## src/rtl/pfw_pkg.sv

```systemverilog
// Package: shared types and helpers for the power-fail warning filter.
// Assumes: nothing beyond IEEE 1800-2017.
package pfw_pkg;

    // Filter phase, used for readability of the run counter logic.
    typedef enum logic [1:0] {
        PH_QUIET = 2'd0,  // no low sample pending
        PH_RUN   = 2'd1,  // counting consecutive low samples
        PH_WARN  = 2'd2   // warning raised
    } pfw_phase_e;

    // Width needed to hold values 0..max_val.
    function automatic int unsigned cnt_width(input int unsigned max_val);
        return (max_val < 2) ? 1 : $clog2(max_val + 1);
    endfunction

endpackage

```

## src/rtl/pfw_sync.sv

```systemverilog
// Module: multi-flop synchroniser for the asynchronous comparator level.
// Assumes: STAGES >= 2; reset value is the "good" level so that a reset
// never produces a spurious low reading.
module pfw_sync #(
    parameter int unsigned STAGES   = 2,
    parameter bit          RST_VAL  = 1'b1
) (
    input  logic clk,
    input  logic rst_n,
    input  logic d_async,
    output logic q_sync
);
    logic [STAGES-1:0] chain;

    // Shift the raw level through the flop chain.
    always_ff @(posedge clk) begin
        if (!rst_n) begin
            chain <= {STAGES{RST_VAL}};
        end else begin
            chain <= {chain[STAGES-2:0], d_async};
        end
    end

    assign q_sync = chain[STAGES-1];
endmodule

```

## src/rtl/pfw_tick.sv

```systemverilog
// Module: free-running divider producing a one-cycle sample tick.
// Assumes: DIV >= 2; the tick is high in the last cycle of each period,
// so the first tick edge is the DIV-th edge after reset.
module pfw_tick #(
    parameter int unsigned DIV = 16
) (
    input  logic clk,
    input  logic rst_n,
    output logic tick
);
    localparam int unsigned DW = (DIV < 2) ? 1 : $clog2(DIV);
    localparam logic [DW-1:0] LAST = DW'(DIV - 1);

    logic [DW-1:0] div_q;

    // Count clock cycles modulo DIV.
    always_ff @(posedge clk) begin
        if (!rst_n) begin
            div_q <= '0;
        end else if (div_q == LAST) begin
            div_q <= '0;
        end else begin
            div_q <= div_q + 1'b1;
        end
    end

    assign tick = (div_q == LAST);
endmodule

```

## src/rtl/pfw_run.sv

```systemverilog
// Module: consecutive-low-sample counter with output register.
// Assumes: 'sample' is already synchronous; 'tick' is a one-cycle pulse;
// 'gate' low means main supply bad and overrides everything.
module pfw_run #(
    parameter int unsigned NEED = 3,
    localparam int unsigned CW  = pfw_pkg::cnt_width(NEED)
) (
    input  logic          clk,
    input  logic          rst_n,
    input  logic          gate,
    input  logic          tick,
    input  logic          sample,
    output logic [CW-1:0] run_cnt,
    output logic          warn_n
);
    import pfw_pkg::*;

    localparam logic [CW-1:0] FULL = CW'(NEED);

    pfw_phase_e    phase_q, phase_d;
    logic [CW-1:0] cnt_d;

    // Next-state: supply gate first, then per-sample update.
    always_comb begin
        cnt_d   = run_cnt;
        phase_d = phase_q;
        if (!gate) begin
            cnt_d   = '0;
            phase_d = PH_QUIET;
        end else if (tick) begin
            if (sample) begin
                cnt_d   = '0;
                phase_d = PH_QUIET;
            end else begin
                if (run_cnt != FULL) begin
                    cnt_d = run_cnt + 1'b1;
                end
                phase_d = (cnt_d == FULL) ? PH_WARN : PH_RUN;
            end
        end
    end

    // Register count, phase and the active-low output.
    always_ff @(posedge clk) begin
        if (!rst_n) begin
            run_cnt <= '0;
            phase_q <= PH_QUIET;
            warn_n  <= 1'b1;
        end else begin
            run_cnt <= cnt_d;
            phase_q <= phase_d;
            warn_n  <= (phase_d != PH_WARN);
        end
    end
endmodule

```

## src/rtl/pfw_filter.sv

```systemverilog
// Module: top of the power-fail early warning filter.
// Assumes: cmp_ok is asynchronous (1 = above sense point); supply_ok is
// synchronous to clk. Output warn_n is registered, active low.
module pfw_filter #(
    parameter int unsigned TICK_DIV    = 16,
    parameter int unsigned SYNC_STAGES = 2,
    parameter int unsigned LOW_SAMPLES = 3,
    localparam int unsigned CW = pfw_pkg::cnt_width(LOW_SAMPLES)
) (
    input  logic clk,
    input  logic rst_n,
    input  logic cmp_ok,
    input  logic supply_ok,
    output logic warn_n
);
    logic          cmp_s;
    logic          tick;
    logic [CW-1:0] run_cnt;

    pfw_sync #(.STAGES(SYNC_STAGES), .RST_VAL(1'b1)) u_sync (
        .clk     (clk),
        .rst_n   (rst_n),
        .d_async (cmp_ok),
        .q_sync  (cmp_s)
    );

    pfw_tick #(.DIV(TICK_DIV)) u_tick (
        .clk   (clk),
        .rst_n (rst_n),
        .tick  (tick)
    );

    pfw_run #(.NEED(LOW_SAMPLES)) u_run (
        .clk     (clk),
        .rst_n   (rst_n),
        .gate    (supply_ok),
        .tick    (tick),
        .sample  (cmp_s),
        .run_cnt (run_cnt),
        .warn_n  (warn_n)
    );
endmodule

```

## config.mk

```make
export PLATFORM = sky130hd
export DESIGN_NAME = pfw_filter
export DESIGN_NICKNAME = d
export VERILOG_FILES = /design/src/rtl/pfw_pkg.sv /design/src/rtl/pfw_sync.sv /design/src/rtl/pfw_tick.sv /design/src/rtl/pfw_run.sv /design/src/rtl/pfw_filter.sv
export SDC_FILE = /design/constraint.sdc
export NUM_CORES = 1
export LEC_CHECK = 0
export ABC_AREA = 1
export BUFFER_PORTS_ARGS = -buffer_cell sky130_fd_sc_hd__buf_2
export CAP_MARGIN = 20
export CORE_AREA = 4 4 41 43
export DETAILED_ROUTE_END_ITERATION = 8
export DIE_AREA = 0 0 45 47
export PLACE_DENSITY = 0.59
export RECOVER_POWER = 50
export SYNTH_ARGS = -nofsm -noshare
export SYNTH_HDL_FRONTEND = slang
export SYNTH_SLANG_ARGS = --single-unit
```

## constraint.sdc

```tcl
create_clock -name clk -period 1.7 [get_ports clk]
set_clock_uncertainty 0.2 [all_clocks]
set_input_delay 0.17 -clock clk [delete_from_list [all_inputs] [get_ports clk]]
set_output_delay 0.17 -clock clk [all_outputs]
set_load 0.01 [all_outputs]
```

==> results.toml, run 1 <==
[die]
die-area_mm2 = 0.00212
die_h_um = 47
fp.dieW_um = 45
core_region_area_mm2 = 0.00130
ios = 5
start_util_pct = 32.8
rows = 13

[clock_network]
cts_resized = 0
cts_root_buf = "clkbuf_4"
cts_tree = "yes"
clk_latency_ps = 270
path_clk_slew_ps = 70
cts_max_path_buffers = 2
numCtsBuffers = 3
clock_sinks = 11
htree_levels = 1

[setup_path]
worst_setup_path_end_kind = "register"
arrival_ps = 1320
worst-r2r-setup-slack_ps = 350
crit_type = "reg2reg"
crit_start = "u_tick.div_q[0]$_SDFF_PP0_"
crit_end = "u_run.warn_n$_SDFF_PN1_"
startpoint_type = "register"
reg2reg_depth = 6
path_max_fanout = 5
crit_required_ps = 1670
worstReg2RegEnd = "u_run.warn_n$_SDFF_PN1_"
rr_startpoint = "u_tick.div_q[0]$_SDFF_PP0_"

[cells_and_area]
fin_area_um2 = 514
nNetsFinal = 72
drive_gt1_share_pct = 13.6
syn_to_final_growth_pct = 20.5
fin_util_pct = 39.5
diodes = 0

[placed_design]
dp_hpwl_um = 485
place_congestion = 0.675
io_buffer_count = 4
placed_area_um2 = 465
dp_slack_ps = 386

[timing]
slew_viol_final = 0
hold_viol = 0
tns_ps = 0
final.period_utilization_pct = 79.5
tightest_slew_ps = 211
clock.fmax_mhz = 740
setup_ws_ps = 349
slew_headroom_pct = 85.9
rsz0062_at_grt = "false"
layout_min_cycle_time_ps = 1350
finalSetupViolCount = 0

[drt]
dr.pass1.iters = 4
num_vias = 356
drc = 0
wl_per_cell_um = 8.53
routed_wl_um = 691
drtIter0Drc = 2
viasPerCell = 4.40
ant_nets = 0

[power_and_ir_drop]
max-vdd-ir-drop_v = 0.000399
p_leak_nw = 0.243
p_per_area_mw_per_mm2 = 923

[yosys]
syn-num-nets = 60
synth.distinct_cells = 13
syn_avg_cell_area_um2 = 7.76
yosysSeqAreaShare_pct = 51.6
yosys_warnings = 0
netlist_area_um2 = 427
netlist_instances = 55
ys_seq_elements = 11

[worst_hold_path]
worstHoldPathType = "reg2reg"
hp-start = "u_sync.chain[0]$_SDFF_PN1_"

[status]
status = "finished clean"

[job]
drv_cap = 0

[global_route]
gr-usage-all-layers_pct = 9.37
grt_max_degree = 7
grt_pass1_wl_um = 1310
antenna_found_initial = 0
gr-total-overflow = 0
grt_pass1_vias = 313
-- state kept, by name (all words and copies together), names as in the netlist --
name and flops:
u_run.warn_n 1, u_sync.chain 2, u_run.run_cnt 2, u_tick.div_q 4
u_run.phase_q 2
-- cell usage after synthesis --
cell | number | share of area [%]
a21oi_1 | 1 | 1.2
dfxtp_1 | 11 | 52
ha_1 | 1 | 2.9
inv_1 | 9 | 7.9
nand2_1 | 12 | 11
nand3_1 | 2 | 2.3
nand3_2 | 1 | 2.3
nor2_1 | 11 | 9.7
nor2_2 | 1 | 1.5
nor2_4 | 1 | 2.6
o21ai_0 | 2 | 2.3
or2_2 | 2 | 2.9
xor2_1 | 1 | 2.1
-- what timing repair did --
item                                   in CTS  in global routing
endpoints found under the hold margin       4                  0
hold buffers                                3                  0
buffers inserted                            0                  0
-- per-stage QoR --
| step | total power, mW | hold slack [ps] | instances |
|---|---|---|---|
| 6_report | 0.474 | 218 | 81 |
| 5_1_grt | 0.507 | 251 | 81 |
| 4_1_cts | 0.485 | 224 | 81 |
| 3_5_place_dp | 0.299 | 161 | 74 |
| 3_3_place_gp | 0.298 | 155 | 74 |
| 2_1_floorplan | 0.291 | 76.5 | 55 |
-- worst max-delay path, cell delays in order (launching register included) --
cell,delay [ps]
dfxtp_1,350
ha_1,200
nand3_1,180
nand2_1,100
nand2_1,60
nor2_2,100
nand2_1,50
-- power by group --
part           total (mW)  leakage [nW]  switching [mW]  internal, mW
Clock               0.177        0.0150          0.0864        0.0909
Sequential          0.271        0.0898         0.00485         0.266
Combinational      0.0266         0.139          0.0126        0.0141
-- worst min-delay path by stage --
stage | endpoint | slack, ps | cells past startpoint
2_1_floorplan | u_sync.chain[0]$_SDFF_PN1_ | 80 | 1
3_3_place_gp | u_sync.chain[0]$_SDFF_PN1_ | 160 | 2
3_5_place_dp | u_sync.chain[0]$_SDFF_PN1_ | 160 | 2
4_1_cts | u_sync.chain[1]$_SDFF_PN1_ | 220 | 1
5_1_grt | u_sync.chain[1]$_SDFF_PN1_ | 250 | 1
6_report | u_sync.chain[1]$_SDFF_PN1_ | 220 | 1
-- cells by family (layout without fill, tap and decap cells) --
kind of cell / Yosys count / in the layout / synth area share [%]
adder cells (fa/ha/maj): 1 / 1 / 2.93
flip-flops: 11 / 11 / 51.6
XOR/XNOR: 1 / 1 / 2.05
AO/OA/AOI/OAI: 3 / 3 / 3.52
AND/OR/NAND/NOR: 30 / 30 / 32.0
buffers and inverters: 9 / 20 / 7.92
-- layout make-up --
class | instances | area [µm²]
Fill cell | 146 | 787
Multi-Input combinational cell | 35 | 168
Tap cell | 15 | 18.8
Sequential cell | 11 | 220
Inverter | 9 | 33.8
Timing Repair Buffer | 7 | 47.5
Clock buffer | 4 | 26.3
-- layout by cell type (no fill, tap or decap) --
cell / count
clkbuf_1: 3
ha_1: 1
or2_2: 2
nor2_4: 1
dfxtp_1: 11
buf_2: 2
nor2_2: 1
nand2_1: 12
a21oi_1: 1
nand3_1: 3
dlygate4sd3_1: 3
o21ai_0: 2
clkbuf_4: 3
xor2_1: 1
nor2_1: 11
inv_1: 9
-- layer usage --
metal | GRT usage, % | up-vias | wire, µm
li1 | - | 186 | -
met1 | 10.4 | 155 | 316
met2 | 13.0 | 10 | 304
met3 | 3.45 | 5 | 36
met4 | 10.5 | 0 | 34
met5 | 0 | - | 0
No activity file was read; power rests on OpenSTA's default activity.
==> inputs of run 2 (changes only) <==
==> constraint.sdc (replaced) <==
create_clock -name clk -period 1.3 [get_ports clk]
set_clock_uncertainty 0.2 [all_clocks]
set_input_delay 0.13 -clock clk [delete_from_list [all_inputs] [get_ports clk]]
set_output_delay 0.13 -clock clk [all_outputs]
set_load 0.01 [all_outputs]
==> results.toml, run 2 (same netlist as run 1, synthesis figures left out) <==
[drt]
drtIter0Drc = 1
routed_wl_um = 697
viasPerCell = 3.78
num_vias = 310
drc = 0
ant_nets = 0
dr.pass1.iters = 3
wl_per_cell_um = 8.50

[clock_network]
htree_levels = 1
numCtsBuffers = 3
cts_root_buf = "clkbuf_4"
cts_tree = "yes"
clk_latency_ps = 260
clock_sinks = 11
path_clk_slew_ps = 70
cts_max_path_buffers = 2

[die]
die-area_mm2 = 0.00212
fp.dieW_um = 45
start_util_pct = 32.8
ios = 5
die_h_um = 47
core_region_area_mm2 = 0.00130
rows = 13

[setup_path]
startpoint_type = "register"
path_max_fanout = 4
cpMostUsedCell = "nand2_1"
crit_type = "reg2reg"
critPathMaxStageDelay_ps = 360
reg2reg_depth = 6
crit_chain = "ha_4, nand2_4, nor2_4, nand2_1, nand3_1, nand2_1"
cpLargestDelayFamily = "simple AND/OR/NAND/NOR gates"
crit_required_ps = 1250
arrival_ps = 1180
slowest_stage = "dfxtp_2"
path_buf_inv = 0
worstReg2RegEnd = "u_run.warn_n$_SDFF_PN1_"
rr_startpoint = "u_tick.div_q[1]$_SDFF_PP0_"
worst_setup_path_end_kind = "register"
cp.depth = 6
worst-r2r-setup-slack_ps = 80

[worst_hold_path]
whs_path_depth = 1
hp-start = "u_sync.chain[0]$_SDFF_PN1_"
worstHoldPathType = "reg2reg"
hold_path_end = "u_sync.chain[1]$_SDFF_PN1_"

[timing]
final.period_utilization_pct = 93.9
tightest_slew_ps = 270
slew_viol_final = 0
slew_headroom_pct = 82.0
hold_viol = 0
clock.fmax_mhz = 819
layout_min_cycle_time_ps = 1220
finalSetupViolCount = 0

[power_and_ir_drop]
p_per_area_mw_per_mm2 = 1130
comb_power_share_pct = 6.9
p_switching_mw = 0.141
p_sw_share_pct = 22.3
pwr-share-clk_pct = 36.4
power_frac_seq_pct = 56.7
max-vdd-ir-drop_v = 0.000767
cellInternalPower_mw = 0.492
p_leak_nw = 0.264

[cells_and_area]
final_cell_mix = "11 x nand2_1, 11 x nor2_1, 9 x inv_1, 9 x dfxtp_1, 4 x buf_2"
regMostFlops = "u_tick.div_q"
fin_area_um2 = 559
syn_to_final_growth_pct = 31.1
fin_util_pct = 43.0
diodes = 0
fillCellCount = 135
nNetsFinal = 73
largest_reg_flops = 4
drive_gt1_share_pct = 25.4

[global_route]
gr-usage-all-layers_pct = 7.38
antenna_found_initial = 0
grt_pass1_wl_um = 1080
grt_max_degree = 7
grt_pass1_vias = 288
gr-total-overflow = 0

[placed_design]
dp_hpwl_um = 477
io_buffer_count = 4
place_congestion = 0.694
placed_area_um2 = 473

[status]
status = "finished clean"

[job]
drv_cap = 0
run 2: cell count changes in the layout (fill, tap and decap cells not counted), sizes merged:
cell	previous run	this run
buf	2	5
clkbuf	6	4
run 2: per-stage QoR:
step	cells	setup slack (ps)	hold slack, ps	setup TNS (ps)	total power, mW
2_1_floorplan	55	88.5	36.5	0	0.380
3_3_place_gp	75	43.1	116	0	0.394
3_5_place_dp	75	28.4	119	0	0.393
4_1_cts	82	8.72	227	0	0.626
5_1_grt	82	-4.78	239	-5.07	0.666
6_report	82	79.0	221	0	0.633
run 2: cell type report:
cell class | count | area (µm²) | share of cell area [%]
Multi-Input combinational cell | 35 | 200 | 35.8
Clock buffer | 4 | 26.3 | 4.70
Sequential cell | 11 | 223 | 39.8
Inverter | 9 | 33.8 | 6.04
Timing Repair Buffer | 8 | 57.6 | 10.3
Tap cell | 15 | 18.8 | 3.36
run 2: power groups by stage:
| stage | logic (mW) | clock network (mW) | registers [mW] |
|---|---|---|---|
| 2_1_floorplan | 0.0200 | 0 | 0.360 |
| 3_3_place_gp | 0.0324 | 0 | 0.361 |
| 3_5_place_dp | 0.0317 | 0 | 0.361 |
| 4_1_cts | 0.0387 | 0.234 | 0.353 |
| 5_1_grt | 0.0504 | 0.254 | 0.361 |
| 6_report | 0.0436 | 0.230 | 0.359 |
run 2: how the worst max path moves through the flow:
stage,end,slack [ps],from
after floorplan,u_run.warn_n$_SDFF_PN1_,90,u_tick.div_q[0]$_SDFF_PP0_
after global placement,u_run.warn_n$_SDFF_PN1_,40,u_tick.div_q[1]$_SDFF_PP0_
after detailed placement,u_run.warn_n$_SDFF_PN1_,30,u_tick.div_q[0]$_SDFF_PP0_
after CTS,u_run.warn_n$_SDFF_PN1_,9,u_tick.div_q[0]$_SDFF_PP0_
after global routing,u_run.run_cnt[0]$_SDFFE_PN0N_,-5,u_tick.div_q[1]$_SDFF_PP0_
final,u_run.warn_n$_SDFF_PN1_,80,u_tick.div_q[1]$_SDFF_PP0_
run 2: timing repair:
item | in CTS | in global routing
endpoints found under the setup margin | 0 | 3
setup buffers | 0 | 0
hold buffers | 3 | 0
hold endpoints to repair | 8 | 0
resized for setup | 0 | 7
run 2: worst register-to-register path, cell delays in order (launching register included):
cell,delay [ps]
dfxtp_2,360
ha_4,170
nand2_4,60
nor2_4,130
nand2_1,60
nand3_1,80
nand2_1,60
run 2: layer usage:
| metal | wire, µm | vias up | global-route usage, % | share of wire (%) |
|---|---|---|---|---|
| met5 | 0 | - | 0 | 0 |
| met4 | 12 | 0 | 5.26 | 1.7 |
| met3 | 30 | 2 | 3.45 | 4.3 |
| met2 | 268 | 4 | 10.2 | 38 |
| met1 | 386 | 117 | 8.99 | 55 |
| li1 | - | 187 | - | - |
==> inputs of run 3 (changes only) <==
--- a/config.mk
+++ b/config.mk
@@ -6,7 +6,7 @@
 export NUM_CORES = 1
 export LEC_CHECK = 0
 export ABC_AREA = 1
-export BUFFER_PORTS_ARGS = -buffer_cell sky130_fd_sc_hd__buf_2
+export BUFFER_PORTS_ARGS = -buffer_cell sky130_fd_sc_hd__buf_4
 export CAP_MARGIN = 20
 export CORE_AREA = 4 4 41 43
 export DETAILED_ROUTE_END_ITERATION = 8
==> results.toml, run 3 (same netlist as run 1, synthesis figures left out) <==
[status]
status = "finished clean"

[cells_and_area]
fillCellCount = 144
regArea_um2 = 223
drive_gt1_share_pct = 28.4
syn_to_final_growth_pct = 34.9
layout_commonest_cell = "nor2_1"
fin_area_um2 = 576
regMostFlops = "u_tick.div_q"
largest_reg_flops = 4
final_cell_mix = "11 x nor2_1, 9 x inv_1, 9 x nand2_1, 9 x dfxtp_1, 4 x buf_4"
diodes = 0
nNetsFinal = 73
stdcell_count = 82
multi_input_area_um2 = 210

[setup_path]
crit_chain = "ha_4, nand2_4, nor2_4, nand2_2, nand3_2, nand2_2"
critPathMaxStageDelay_ps = 360
path_max_fanout = 4
worst_setup_path_end_kind = "register"
startpoint_type = "register"
crit_required_ps = 1270
crit_type = "reg2reg"
slowest_stage = "dfxtp_2"
arrival_ps = 1190
cpMostUsedCell = "nand2_2"

[global_route]
antenna_found_initial = 0
grt_pass1_wl_um = 1260
gr-total-overflow = 0
gr-usage-all-layers_pct = 8.97
grt_max_degree = 7
grt_pass1_vias = 316

[clock_network]
cts_root_buf = "clkbuf_4"
clk_latency_ps = 270
htree_levels = 1
cts_max_path_buffers = 2
path_clk_slew_ps = 70
post_cts_buffers = 0
numCtsBuffers = 3
cts_tree = "yes"
clock_sinks = 11

[power_and_ir_drop]
p_leak_nw = 0.269
p_sw_share_pct = 23.4
pwr-share-clk_pct = 37.1
comb_power_share_pct = 7.5
power_frac_seq_pct = 55.4
p_per_area_mw_per_mm2 = 1130
max-vdd-ir-drop_v = 0.000588
p_switching_mw = 0.152
cellInternalPower_mw = 0.496
finalPower_mw = 0.648

[die]
fp.dieW_um = 45
core_region_area_mm2 = 0.00130
rows = 13
ios = 5
start_util_pct = 32.8
die_h_um = 47
die-area_mm2 = 0.00212

[placed_design]
io_buffer_count = 4
dp_hpwl_um = 490
placed_area_um2 = 483
dp.cells = 75
place_congestion = 0.657

[job]
drv_cap = 0

[timing]
hold_viol = 0
slew_headroom_pct = 83.5
finalSetupViolCount = 0
slew_viol_final = 0
rsz0062_at_grt = "false"
final.period_utilization_pct = 94.2
clock.fmax_mhz = 816
tightest_slew_ps = 247
layout_min_cycle_time_ps = 1220

[drt]
drc = 0
drtIter0Drc = 2
dr.pass1.iters = 2
num_vias = 339
routed_wl_um = 739
viasPerCell = 4.13
wl_per_cell_um = 9.01
ant_nets = 0

[worst_hold_path]
worstHoldPathType = "reg2reg"
-- run 3: cell count changes in the layout (fill, tap and decap cells not counted) --
cell,change
nand3_2,+1
buf_2,-4
nand2_2,+2
clkbuf_1,+1
buf_4,+3
nand3_1,-1
nand2_1,-2
-- run 3: final cells by class --
type	instances	area share, %
Clock buffer	4	4.57
Inverter	9	5.87
Multi-Input combinational cell	35	36.5
Sequential cell	11	38.7
Tap cell	15	3.26
Timing Repair Buffer	8	11.1
-- run 3: critical path: cells and delay by family (launching register included) --
kind	cells	cell delay, ps
adders and majority gates	1	170
DFF	1	360
and+or+nand+nor	5	380
-- run 3: path summary, 6_finish.rpt --
path / slack (ps) / cells after the start / endpoint / startpoint
worst min-delay path: 220 / 1 / u_sync.chain[1]$_SDFF_PN1_ / u_sync.chain[0]$_SDFF_PN1_
worst min register to register: 220 / 1 / u_sync.chain[1]$_SDFF_PN1_ / u_sync.chain[0]$_SDFF_PN1_
worst max register to register: 80 / 6 / u_run.warn_n$_SDFF_PN1_ / u_tick.div_q[1]$_SDFF_PP0_
worst max-delay path: 80 / 6 / u_run.warn_n$_SDFF_PN1_ / u_tick.div_q[1]$_SDFF_PP0_
-- run 3: through the flow --
| step | util, % | worst slack (ps) | hold WS [ps] | setup TNS [ps] |
|---|---|---|---|---|
| floorplan | - | 88.5 | 36.5 | 0 |
| global placement | 37.1 | 19.5 | 118 | 0 |
| detailed placement | 37.1 | -2.87 | 123 | -2.87 |
| CTS | 41.8 | 4.31 | 221 | 0 |
| global route | 44.2 | 7.99 | 248 | 0 |
| finish | 44.2 | 75.2 | 222 | 0 |
-- run 3: power by group through the flow --
stage	combinational, mW	clock (mW)	sequential [mW]
floorplan	0.0200	0	0.360
global placement	0.0345	0	0.361
detailed placement	0.0345	0	0.361
CTS	0.0427	0.252	0.354
global route	0.0542	0.266	0.360
finish	0.0483	0.240	0.359
-- run 3: repair_timing --
action	4_1_cts	5_1_grt
pin swaps	0	2
hold endpoints to repair	8	0
gates resized for setup	2	8
hold buffers	3	0
setup endpoints to repair	2	4
-- run 3: routing by layer --
metal  vias to the layer above  global-route usage, %  part of all wire [%]
met2                         7                   14.4                    47
li1                        187                      -                     -
met4                         0                   8.77                   3.2
met1                       142                   8.76                    45
met5                         -                      0                     0
met3                         3                   3.45                   5.1
